File: src/rtl/lwi_pkg.sv
package lwi_pkg;

  // which side of the window the current run of crossings is on
  typedef enum logic [1:0] {
    SIDE_NONE = 2'd0,
    SIDE_LOW  = 2'd1,
    SIDE_HIGH = 2'd2
  } side_e;

  // strobes from the control to the datapath, one cycle each
  typedef struct packed {
    logic cntClear;    // run count to zero
    logic cntRestart;  // run count to one
    logic cntStep;     // run count plus one, saturating
    logic setLow;      // set the low-side flag
    logic setHigh;     // set the high-side flag
    logic readClear;   // status read: clear flags unless set this cycle
    logic flagsReset;  // disable: force both flags to zero
  } ctrl_strobes_t;

endpackage

File: src/rtl/lwi_datapath.sv
module lwi_datapath
  import lwi_pkg::*;
#(
  parameter int DataWidth = 16,
  parameter int CodeWidth = 2
) (
  input  logic                 clk,
  input  logic                 rstN,
  input  logic [DataWidth-1:0] sampleData,
  input  logic [DataWidth-1:0] upperLimit,
  input  logic [DataWidth-1:0] lowerLimit,
  input  logic [CodeWidth-1:0] persistCode,
  input  ctrl_strobes_t        strobes,
  output logic                 isLow,
  output logic                 isHigh,
  output logic                 stepReach,
  output logic                 restartReach,
  output logic                 flagLow,
  output logic                 flagHigh
);

  // largest run length the code can ask for, and the counter that holds it
  localparam int MaxCount = 1 << ((1 << CodeWidth) - 1);
  localparam int CntWidth = $clog2(MaxCount + 1);

  logic [CntWidth-1:0] countQ;
  logic [CntWidth:0]   target;
  logic [CntWidth:0]   countPlus;
  logic                flagLowQ;
  logic                flagHighQ;

  // window comparison
  assign isLow  = sampleData < lowerLimit;
  assign isHigh = sampleData > upperLimit;

  // run length decode: 1 << code
  assign target       = (CntWidth + 1)'(1) << persistCode;
  assign countPlus    = {1'b0, countQ} + (CntWidth + 1)'(1);
  assign stepReach    = countPlus >= target;
  assign restartReach = target == (CntWidth + 1)'(1);

  // run counter
  always_ff @(posedge clk or negedge rstN) begin
    if (!rstN) begin
      countQ <= '0;
    end else if (strobes.cntClear) begin
      countQ <= '0;
    end else if (strobes.cntRestart) begin
      countQ <= CntWidth'(1);
    end else if (strobes.cntStep && (countQ != CntWidth'(MaxCount))) begin
      countQ <= countQ + CntWidth'(1);
    end
  end

  // sticky flags: a set in the same cycle as a read wins
  always_ff @(posedge clk or negedge rstN) begin
    if (!rstN) begin
      flagLowQ  <= 1'b0;
      flagHighQ <= 1'b0;
    end else if (strobes.flagsReset) begin
      flagLowQ  <= 1'b0;
      flagHighQ <= 1'b0;
    end else begin
      flagLowQ  <= strobes.setLow  | (flagLowQ  & ~strobes.readClear);
      flagHighQ <= strobes.setHigh | (flagHighQ & ~strobes.readClear);
    end
  end

  assign flagLow  = flagLowQ;
  assign flagHigh = flagHighQ;

endmodule

File: src/rtl/lwi_control.sv
module lwi_control
  import lwi_pkg::*;
(
  input  logic          clk,
  input  logic          rstN,
  input  logic          irqEnable,
  input  logic          sampleValid,
  input  logic          statusRead,
  input  logic          isLow,
  input  logic          isHigh,
  input  logic          stepReach,
  input  logic          restartReach,
  output ctrl_strobes_t strobes
);

  side_e sideQ;
  side_e sideNext;
  side_e crossSide;

  // low side takes priority when both tests pass (inverted window)
  always_comb begin
    if (isLow)       crossSide = SIDE_LOW;
    else if (isHigh) crossSide = SIDE_HIGH;
    else             crossSide = SIDE_NONE;
  end

  always_comb begin
    strobes  = '0;
    sideNext = sideQ;
    if (!irqEnable) begin
      strobes.cntClear   = 1'b1;
      strobes.flagsReset = 1'b1;
      sideNext           = SIDE_NONE;
    end else begin
      strobes.readClear = statusRead;
      if (sampleValid) begin
        if (crossSide == SIDE_NONE) begin
          strobes.cntClear = 1'b1;
          sideNext         = SIDE_NONE;
        end else if (crossSide == sideQ) begin
          strobes.cntStep = 1'b1;
          strobes.setLow  = stepReach && (crossSide == SIDE_LOW);
          strobes.setHigh = stepReach && (crossSide == SIDE_HIGH);
        end else begin
          strobes.cntRestart = 1'b1;
          sideNext           = crossSide;
          strobes.setLow     = restartReach && (crossSide == SIDE_LOW);
          strobes.setHigh    = restartReach && (crossSide == SIDE_HIGH);
        end
      end
    end
  end

  always_ff @(posedge clk or negedge rstN) begin
    if (!rstN) sideQ <= SIDE_NONE;
    else       sideQ <= sideNext;
  end

endmodule

File: src/rtl/light_window_irq.sv
module light_window_irq
  import lwi_pkg::*;
#(
  parameter int DataWidth   = 16,
  parameter int CodeWidth   = 2,
  parameter int StatusWidth = 16
) (
  input  logic                   clk,
  input  logic                   rstN,
  input  logic                   sampleValid,
  input  logic [DataWidth-1:0]   sampleData,
  input  logic [DataWidth-1:0]   upperLimit,
  input  logic [DataWidth-1:0]   lowerLimit,
  input  logic [CodeWidth-1:0]   persistCode,
  input  logic                   irqEnable,
  input  logic                   statusRead,
  output logic                   flagLow,
  output logic                   flagHigh,
  output logic [StatusWidth-1:0] statusWord,
  output logic                   irqPinN
);

  // fixed status positions: low flag on top bit, high flag just below
  localparam int LowBit  = StatusWidth - 1;
  localparam int HighBit = StatusWidth - 2;

  ctrl_strobes_t strobes;
  logic isLow;
  logic isHigh;
  logic stepReach;
  logic restartReach;

  lwi_control ctrl_i (
    .clk          (clk),
    .rstN         (rstN),
    .irqEnable    (irqEnable),
    .sampleValid  (sampleValid),
    .statusRead   (statusRead),
    .isLow        (isLow),
    .isHigh       (isHigh),
    .stepReach    (stepReach),
    .restartReach (restartReach),
    .strobes      (strobes)
  );

  lwi_datapath #(
    .DataWidth (DataWidth),
    .CodeWidth (CodeWidth)
  ) dp_i (
    .clk          (clk),
    .rstN         (rstN),
    .sampleData   (sampleData),
    .upperLimit   (upperLimit),
    .lowerLimit   (lowerLimit),
    .persistCode  (persistCode),
    .strobes      (strobes),
    .isLow        (isLow),
    .isHigh       (isHigh),
    .stepReach    (stepReach),
    .restartReach (restartReach),
    .flagLow      (flagLow),
    .flagHigh     (flagHigh)
  );

  always_comb begin
    statusWord          = '0;
    statusWord[LowBit]  = flagLow;
    statusWord[HighBit] = flagHigh;
  end

  // open-drain model: 0 pulls the line, 1 lets the pull-up win
  assign irqPinN = ~(flagLow | flagHigh);

endmodule

File: config.mk
export PLATFORM = sky130hd
export DESIGN_NAME = light_window_irq
export DESIGN_NICKNAME = d
export VERILOG_FILES = /design/src/rtl/lwi_pkg.sv /design/src/rtl/lwi_datapath.sv /design/src/rtl/lwi_control.sv /design/src/rtl/light_window_irq.sv
export SDC_FILE = /design/constraint.sdc
export NUM_CORES = 1
export LEC_CHECK = 0
export BUFFER_PORTS_ARGS = -buffer_cell sky130_fd_sc_hd__buf_2
export CAP_MARGIN = 20
export CORE_UTILIZATION = 44
export CTS_BUF_LIST = sky130_fd_sc_hd__clkbuf_8
export DETAILED_ROUTE_END_ITERATION = 8
export PLACE_DENSITY_LB_ADDON = 0.05
export SKIP_CTS_REPAIR_TIMING = 1
export SYNTH_ARGS = -nofsm -noshare
export SYNTH_HDL_FRONTEND = slang
export SYNTH_SLANG_ARGS = --single-unit
File: constraint.sdc
create_clock -name clk -period 1.9 [get_ports clk]
set_input_delay 0.19 -clock clk [delete_from_list [all_inputs] [get_ports clk]]
set_output_delay 0.19 -clock clk [all_outputs]
set_load 0.005 [all_outputs]
==> metrics.txt, run 1 <==
Worst Path Required 2.01 ns; failing checks negative setup slack; fin area 0.002296 mm²; final net count 373; Rel. slew slack 65.45%; Adder-Cell Fraction of Synth Area 28.46%; asr flop ratio synth 100.0%; CTS tree built; most frequent CP cell ha_4; outcome finished, violations left; Compound-Gate Fraction of Synth Area 21.31%; via count 1529; total CTS buffers 3; die height 62.80 µm; Worst-Skew Late Latency 0.23 ns; commonest cells in the netlist inv_1 (39), ha_1 (37), buf_4 (16), nand2_1 (13); Synth Area in XOR/XNOR 2.154%; register area share after synthesis 12.31%; pre-CTS WS -0.2964 ns; GPL Wtd Cong 0.7626; Seq cells post-synth 8; share of cells above drive strength 1 43.37%; initial drt markers 57; CTS max path bufs 2; Pre-antenna DRT Iters 3; Setup-failing EPs final 1; crit path DAT 2.03 ns; GRT Util Overall 16.62%; Mean Syn Cell Area 8.133 µm²; Post-synth EDFFs 0; Port Buffers 59; post-route minimum period 1.920 ns; Synth Cell Area 0.001627 mm²; area of the core 0.003442 mm²; top-area cell type share of the netlist area 28.46%; Post-Synth Simple-Gate Area 17.92%; fmax 0.5209 GHz; total leakage power 1.215 nW; dpl hpwl 2.885 mm; Die W 62.80 µm; Overflow after GRT 0; mux contribution to synthesized area 1.231%; initial antenna violation count 0; CTS root buffer clkbuf_8; largest net degree at the start of global routing 10; final count of hold timing violations 0; unique cell type count in the Yosys netlist 44; ys flop type dfrtp_1; cell total after placement 320; area leader, netlist ha_1; Die Area 0.003944 mm²; max-slew violations 0; CP cell instances inv_2 -> ha_4 -> ha_4 -> a211oi_4 -> o21ai_2 -> and2_4 -> a221oi_4 -> o31ai_2; hold-critical path depth 4; nature of the critical path startpoint flip-flop; DP Area 0.002048 mm²; PD cells 379.3 mW/mm²; I/O Pins 74; RSZ-0062 raised after global routing true; global-route wire length before repair 5.402 mm; WL/cell 10.62 µm; worst r2r path cells 8; clk_skew 0.002737 ns; Mapped Cells 200; Peak VDD IR 0.1972 mV; antenna fix cells 0; Total Power 0.0008708 W; Crit Path Category flip-flop to flip-flop; DRT antenna net count 0; most numerous cell in the Yosys netlist inv_1; Synth area leaders ha_1 (28%), dfrtp_1 (12%), inv_1 (9.0%); Reg clk slew, reported paths 0.04 ns; largest family of logic cells by synthesized area adder cells; final worst path period share 101.0%; Layout Cells excl Fill 325; CP endpoint kind flip-flop; Layout area overhead 41.15%; vias in the first global route 1353; H-tree level count 1; Max Cap Viol 0; Crit Path Max Fanout 5; Critical Path Max Stage Delay 0.43 ns; via/cell ratio 4.705; synth warn 0; Setup WS post-layout -0.01965 ns; drt total wl 3.452 mm; DRC errors left 0; Initial Util 47.26%; row count 21; type of the most critical hold path primary input to flip-flop; # clock sinks 8; Max stage delay cell, worst path dfrtp_2; Least-Margin Pin Slew 0.5164 ns
==> layer usage <==
layer | share of wire [%] | global-route usage [%] | wire [µm]
met1 | 44 | 19.76 | 1519
met5 | 0 | 0 | 0
met2 | 52 | 31.52 | 1799
met4 | 0.87 | 4.360 | 30
met3 | 3.0 | 1.277 | 102
==> path summary, 6_finish.rpt <==
kind | to | slack (ns) | start
worst max register to register | dp_i.flagHigh | -0.02 | dp_i.countQ[0]
min in group asynchronous | dp_i.countQ[3] | 0.33 | rstN
worst min-delay path | dp_i.flagHigh | 0.24 | statusRead
worst min register to register | dp_i.flagLow | 0.53 | dp_i.flagLow
worst max-delay path | dp_i.flagHigh | -0.02 | dp_i.countQ[0]
max in group asynchronous | dp_i.countQ[2] | 1.38 | rstN
==> layout by cell type, fill, tap and decap left out, types with 5 or more instances in the layout <==
cell type / netlist / routed
a21oi_1: 10 / 10
buf_2: 0 / 59
buf_4: 16 / 18
conb_1: 1 / 14
dfrtp_1: 8 / 5
ha_1: 37 / 29
ha_4: 0 / 8
inv_1: 39 / 37
nand2_1: 13 / 13
nand4_1: 6 / 6
nor2_1: 10 / 9
o21ai_0: 9 / 6
==> logic make-up (layout without fill, tap and decap cells) <==
| family | Yosys count | in the layout |
|---|---|---|
| multiplexers | 2 | 2 |
| AND/OR/NAND/NOR | 53 | 53 |
| XOR/XNOR | 4 | 4 |
| other | 1 | 14 |
| AO/OA/AOI/OAI | 40 | 40 |
| flip-flops | 8 | 8 |
| adder cells (fa/ha/maj) | 37 | 37 |
| buffers and inverters | 55 | 121 |
==> power by group <==
group / leakage, nW / total (W) / internal (W) / switching [W]
registers: 0.104 / 0.000196 / 0.000181 / 0.0000147
logic: 1.09 / 0.000468 / 0.000243 / 0.000225
clock network: 0.0216 / 0.000207 / 0.000137 / 0.0000693
==> metrics by stage <==
stage          setup TNS (ns)  hold WS [ns]  util, %
2_1_floorplan               0       -0.1056        -
3_3_place_gp           -1.433       0.04144    59.51
3_5_place_dp           -1.507       0.04214    59.51
4_1_cts               -0.2821       -0.1993    60.71
5_1_grt               -0.1856        0.2618    66.70
6_report             -0.01965        0.2390    66.70
==> registers in the layout, summed over array words and instances (netlist names) <==
name	cells
dp_i.countQ	4
dp_i.flagHigh	1
dp_i.flagLow	1
ctrl_i.sideQ	2
==> worst max-delay path, delay by kind of cell (launching register included) <==
kind	cells	cell delay [ns]
adder cells (fa/ha/maj)	2	0.48
AND/OR/NAND/NOR	1	0.16
AO/OA/AOI/OAI	4	0.67
flip-flops	1	0.43
buffers and inverters	1	0.06
==> area by class of cell <==
type                    count  area [µm²]
multi-input cells         150        1395
fillers                   291        1146
repair buffers             79       451.7
flip-flops and latches      8       203.9
inverters                  39       146.4
well taps                  46       57.56
clock buffers               3       41.29
No activity file was read; power rests on OpenSTA's default activity.
==> inputs of run 2 (changes only) <==
Settings changed: CORE_MARGIN set to 2.
==> run 2 against run 1 <==
The flow still finishes with violations (negative setup slack). Global-route usage decreased by 0.20 points. Sequential power fell by 3%. Clock power is 2% lower. Critical path depth unchanged. Register-to-register slack got worse by 0.07 ns. Routed wire length shrank 0.32%. Flip-flop and latch count is the same. Die area increased by 6.5%. Worst setup slack worse by 0.074 ns. Sequential share of layout area rose by 0.086 points. First-iteration DRC count down 65%. Highest routed layer unchanged.
==> metrics.txt, run 2 (synthesized netlist as in run 1, its figures left out) <==
crit path DAT 2.09 ns (was 2.03 ns); Min Hold Slack 0.2515 ns (was 0.2390 ns); Largest regs dp_i.countQ (4), ctrl_i.sideQ (2) (unchanged); H-tree level count 1 (unchanged); setup TNS -0.1835 ns (was -0.01965 ns); via/cell ratio 4.734 (was 4.705); DP Area 0.002066 mm² (was 0.002048 mm²); CTS max path bufs 2 (unchanged); failing checks negative setup slack (unchanged); global-route wire length before repair 5.616 mm (was 5.402 mm); WL/cell 10.40 µm (was 10.62 µm); Die W 64.80 µm (was 62.80 µm); Overflow after GRT 0 (unchanged); Worst Hold End dp_i.flagLow (was dp_i.flagHigh); final count of hold timing violations 0 (unchanged); type of the most critical hold path primary input to flip-flop (unchanged); fin area 0.002232 mm² (was 0.002296 mm²); # clock sinks 8 (unchanged); final net count 377 (was 373); fill count 343 (was 291); Net Sw Frac 35.19% (was 35.44%); drt total wl 3.441 mm (was 3.452 mm); Largest register FFs 4 (unchanged); Critical R2R Launch dp_i.countQ[0] (unchanged); GRT Util Overall 16.42% (was 16.62%); total CTS buffers 3 (unchanged); nature of the critical path startpoint flip-flop (unchanged); Initial Util 45.11% (was 47.26%); M1 GR Usage 19.89% (was 19.76%); Die Area 0.004199 mm² (was 0.003944 mm²); most common cell after layout, fill and taps aside buf_2 (unchanged); Clock Power Share 24.4% (was 23.7%); initial drt markers 20 (was 57); Peak VDD IR 0.2253 mV (was 0.1972 mV); GPL Wtd Cong 0.7277 (was 0.7626); CP endpoint kind flip-flop (unchanged); PD cells 369.7 mW/mm² (was 379.3 mW/mm²); most frequent cells in the layout buf_2 (59), inv_1 (39), ha_1 (36) (was buf_2 (59), inv_1 (37), ha_1 (29)); HP Start statusRead (unchanged); area of the core 0.003606 mm² (was 0.003442 mm²); Reg clk slew, reported paths 0.04 ns (about the same); grt peak-use layer met2 (unchanged); met2 Use GR 30.54% (was 31.52%); Setup-failing EPs final 2 (was 1); max-slew violations 0 (unchanged); CTS root buffer clkbuf_8 (unchanged); Layout area overhead 37.23% (was 41.15%); CTS tree built (unchanged); fmax 0.5015 GHz (was 0.5209 GHz); final worst path period share 104.9% (was 101.0%); dpl hpwl 3.056 mm (was 2.885 mm); worst r2r path cells 8 (unchanged); hold-critical path depth 4 (unchanged); Flop pwr share 23.1% (was 22.5%); antenna fix cells 0 (unchanged); Crit Path Category flip-flop to flip-flop (unchanged); DRC errors left 0 (unchanged); row count 22 (was 21); Port Buffers 59 (unchanged); Worst Path Required 2.00 ns (was 2.01 ns); Total Power 0.0008252 W (was 0.0008708 W); Pint 0.0005349 W (was 0.0005622 W); clk_skew 0.002247 ns (was 0.002737 ns); Largest Register dp_i.countQ (unchanged); Worst-Skew Late Latency 0.23 ns (about the same); die height 64.80 µm (was 62.80 µm); Setup WS post-layout -0.09405 ns (was -0.01965 ns); met3 Usage GRT 2.431% (was 1.277%); Comb pwr share 52.5% (was 53.8%); post-route minimum period 1.994 ns (was 1.920 ns); R2R setup slack -0.09 ns (was -0.02 ns); final core occ 61.90% (was 66.70%); share of cells above drive strength 1 39.22% (was 43.37%); outcome finished, violations left (unchanged); total leakage power 1.243 nW (was 1.215 nW); largest net degree at the start of global routing 10 (unchanged); Crit Path Max Fanout 5 (unchanged); DRT antenna net count 0 (unchanged); via count 1567 (was 1529); vias in the first global route 1436 (was 1353); RSZ-0062 raised after global routing true (unchanged); reg2reg end dp_i.flagHigh (unchanged); P_sw 0.0002904 W (was 0.0003086 W); I/O Pins 74 (unchanged); Max Cap Viol 0 (unchanged); initial antenna violation count 0 (unchanged); Pre-antenna DRT Iters 4 (was 3)
run 2: cell count changes in the layout (fill, tap and decap cells not counted), sizes merged:
cell,delta
buf,+4
run 2: worst max path at each step:
stage	startpoint	to	slack, ns
floorplan	dp_i.countQ[0]	dp_i.flagHigh	0.002
global placement	sampleData[14]	dp_i.countQ[0]	-0.25
detailed placement	sampleData[14]	dp_i.countQ[0]	-0.27
finish	dp_i.countQ[0]	dp_i.flagHigh	-0.09
global route	dp_i.countQ[1]	dp_i.flagHigh	-0.17
CTS	dp_i.countQ[0]	dp_i.flagHigh	-0.17
run 2: cell type report:
| class | instances | area [µm²] | share of cell area [%] |
|---|---|---|---|
| timing repair buffer | 83 | 478.0 | 21.41 |
| sequential | 8 | 200.2 | 8.969 |
| clock buffer | 3 | 41.29 | 1.850 |
| tap | 48 | 60.06 | 2.691 |
| inverter | 39 | 146.4 | 6.558 |
| multi-input combinational | 150 | 1306 | 58.52 |
run 2: power by group through the flow:
stage | clock, W | sequential [W] | combinational, W
6_report | 0.000202 | 0.000191 | 0.000433
2_1_floorplan | 0 | 0.000192 | 0.000245
3_5_place_dp | 0 | 0.000193 | 0.000388
5_1_grt | 0.000217 | 0.000192 | 0.000488
4_1_cts | 0.000207 | 0.000191 | 0.000392
3_3_place_gp | 0 | 0.000194 | 0.000388
run 2: worst max-delay path, stage by stage, from the launching register on:
cell	delay (ns)
dfrtp_1	0.41
inv_1	0.06
ha_1	0.30
ha_1	0.29
a211oi_2	0.24
o21ai_2	0.10
and2_4	0.16
a221oi_4	0.22
o31ai_2	0.08
run 2: metal layers:
metal	vias up	wire length, µm
li1	835	-
met3	3	145
met2	40	1755
met4	0	8
met1	689	1531
met5	-	0
run 2: metrics by stage:
step,worst slack (ns),cells
finish,-0.09405,331
global route,-0.1694,331
CTS,-0.1696,327
detailed placement,-0.2681,324
global placement,-0.2510,324
floorplan,0.001879,213
==> inputs of run 3 (changes only) <==
Settings changed: CORE_ASPECT_RATIO set to 1.4.
==> run 3 against run 2 <==
Largest cell class unchanged. Fmax is 4.6% higher. Critical path depth did not move. The flow still finishes with violations (negative setup slack). Via count is 2.4% higher. Final area rose by 4.7%. Count of clock-buffer cells in the layout is the same. Sequential power rose by 2%.
==> metrics.txt, run 3 (synthesized netlist as in run 1, its figures left out) <==
type of the most critical hold path primary input to flip-flop (unchanged); Largest register FFs 4 (unchanged); antenna fix cells 0 (unchanged); GRT Util Overall 16.59% (was 16.42%); final count of hold timing violations 0 (unchanged); DRC errors left 0 (unchanged); Rel. slew slack 64.11%; Max stage delay cell, worst path dfrtp_2 (was dfrtp_1); Crit Path Category flip-flop to flip-flop (unchanged); # clock sinks 8 (unchanged); Largest Register dp_i.countQ (unchanged); fmax 0.5243 GHz (was 0.5015 GHz); share of cells above drive strength 1 44.13% (was 39.22%); clk_skew 0.002023 ns (was 0.002247 ns); most frequent cells in the layout buf_2 (59), inv_1 (37), ha_1 (28) (was buf_2 (59), inv_1 (39), ha_1 (36)); dpl hpwl 3.163 mm (was 3.056 mm); Setup WS post-layout -0.007160 ns (was -0.09405 ns); global-route wire length before repair 5.823 mm (was 5.616 mm); Max Cap Viol 0 (unchanged); via count 1605 (was 1567); total CTS buffers 3 (unchanged); total leakage power 1.229 nW (was 1.243 nW); Largest regs dp_i.countQ (4), ctrl_i.sideQ (2) (unchanged); area of the core 0.003611 mm² (was 0.003606 mm²); die height 75.94 µm (was 64.80 µm); Overflow after GRT 0 (unchanged); setup TNS -0.007160 ns (was -0.1835 ns); most common cell after layout, fill and taps aside buf_2 (unchanged); drt total wl 3.695 mm (was 3.441 mm); RSZ-0062 raised after global routing true (unchanged); initial drt markers 20 (unchanged); Reg clk slew, reported paths 0.04 ns (about the same); hold-critical path depth 4 (unchanged); I/O Pins 74 (unchanged); Peak VDD IR 0.4005 mV (was 0.2253 mV); max-slew violations 0 (unchanged); Port Buffers 59 (unchanged); outcome finished, violations left (unchanged); post-route minimum period 1.907 ns (was 1.994 ns); most frequent CP cell ha_4 (was ha_1); Worst-Skew Late Latency 0.23 ns (about the same); Die Area 0.004206 mm² (was 0.004199 mm²); crit path DAT 2.01 ns (was 2.09 ns); worst r2r path cells 8 (unchanged); WL/cell 11.44 µm (was 10.40 µm); nature of the critical path startpoint flip-flop (unchanged); Layout area overhead 43.69% (was 37.23%); final net count 375 (was 377); CTS tree built (unchanged); Crit Path Max Fanout 4 (was 5); Pre-antenna DRT Iters 4 (unchanged); CP endpoint kind flip-flop (unchanged); DRT antenna net count 0 (unchanged); via/cell ratio 4.969 (was 4.734); PD cells 377.8 mW/mm² (was 369.7 mW/mm²); largest net degree at the start of global routing 10 (unchanged); Worst Path Required 2.00 ns (about the same); Initial Util 45.05% (was 45.11%); Least-Margin Pin Slew 0.5364 ns; GPL Wtd Cong 0.7621 (was 0.7277); final worst path period share 100.4% (was 104.9%); CTS root buffer clkbuf_8 (unchanged); vias in the first global route 1468 (was 1436); H-tree level count 1 (unchanged); Critical Path Max Stage Delay 0.42 ns (was 0.41 ns); CTS max path bufs 2 (unchanged); Die W 55.39 µm (was 64.80 µm); CP cell instances inv_2 -> ha_4 -> ha_4 -> a211oi_2 -> o21ai_2 -> buf_4 -> o311ai_4 -> o31ai_2 (was inv_1 -> ha_1 -> ha_1 -> a211oi_2 -> o21ai_2 -> and2_4 -> a221oi_4 -> o31ai_2); Total Power 0.0008831 W (was 0.0008252 W); row count 26 (was 22); initial antenna violation count 0 (unchanged); Setup-failing EPs final 1 (was 2); failing checks negative setup slack (unchanged)
run 3: power breakdown:
group | internal (W) | switching (W)
registers | 0.000181 | 0.0000139
logic | 0.000248 | 0.000236
clock network | 0.000137 | 0.0000666
run 3: area by class of cell:
cell class | count | area [µm²]
multi-input cells | 150 | 1428
repair buffers | 81 | 466.7
flip-flops and latches | 8 | 202.7
fillers | 333 | 1274
well taps | 42 | 52.55
inverters | 39 | 146.4
clock buffers | 3 | 41.29
run 3: layer usage:
layer / vias up / track usage [%] / routed length (µm)
li1: 827 / - / -
met1: 721 / 17.47 / 1435
met4: 0 / 7.317 / 64
met3: 6 / 0.8532 / 150
met5: - / 0 / 0
met2: 51 / 32.62 / 2044
run 3: worst max-delay path, delay by kind of cell (launching register included):
family                   cells  cell delay (ns)
flip-flops                   1             0.42
adder cells (fa/ha/maj)      2             0.46
buffers and inverters        2             0.21
AO/OA/AOI/OAI                4             0.69
run 3: metrics by stage:
step	cells	hold WS, ns	util (%)	setup slack, ns	area (µm²)
3_5_place_dp	315	0.03877	56.38	-0.2770	2036
5_1_grt	323	0.2794	64.73	-0.06350	2337
3_3_place_gp	315	0.03833	56.38	-0.2560	2036
2_1_floorplan	213	-0.1056	-	0.001879	1680
4_1_cts	318	-0.2006	57.52	-0.1558	2077
6_report	323	0.2517	64.73	-0.007160	2337
run 3: path summary, 6_finish.rpt:
| kind | slack [ns] | from | end |
|---|---|---|---|
| hold reg to reg | 0.53 | dp_i.flagLow | dp_i.flagLow |
| hold / removal | 0.25 | statusRead | dp_i.flagHigh |
| max in group asynchronous | 1.38 | rstN | dp_i.countQ[1] |
| min in group asynchronous | 0.34 | rstN | dp_i.countQ[2] |
| setup / recovery | -0.007 | dp_i.countQ[0] | dp_i.flagHigh |
| setup reg to reg | -0.007 | dp_i.countQ[0] | dp_i.flagHigh |
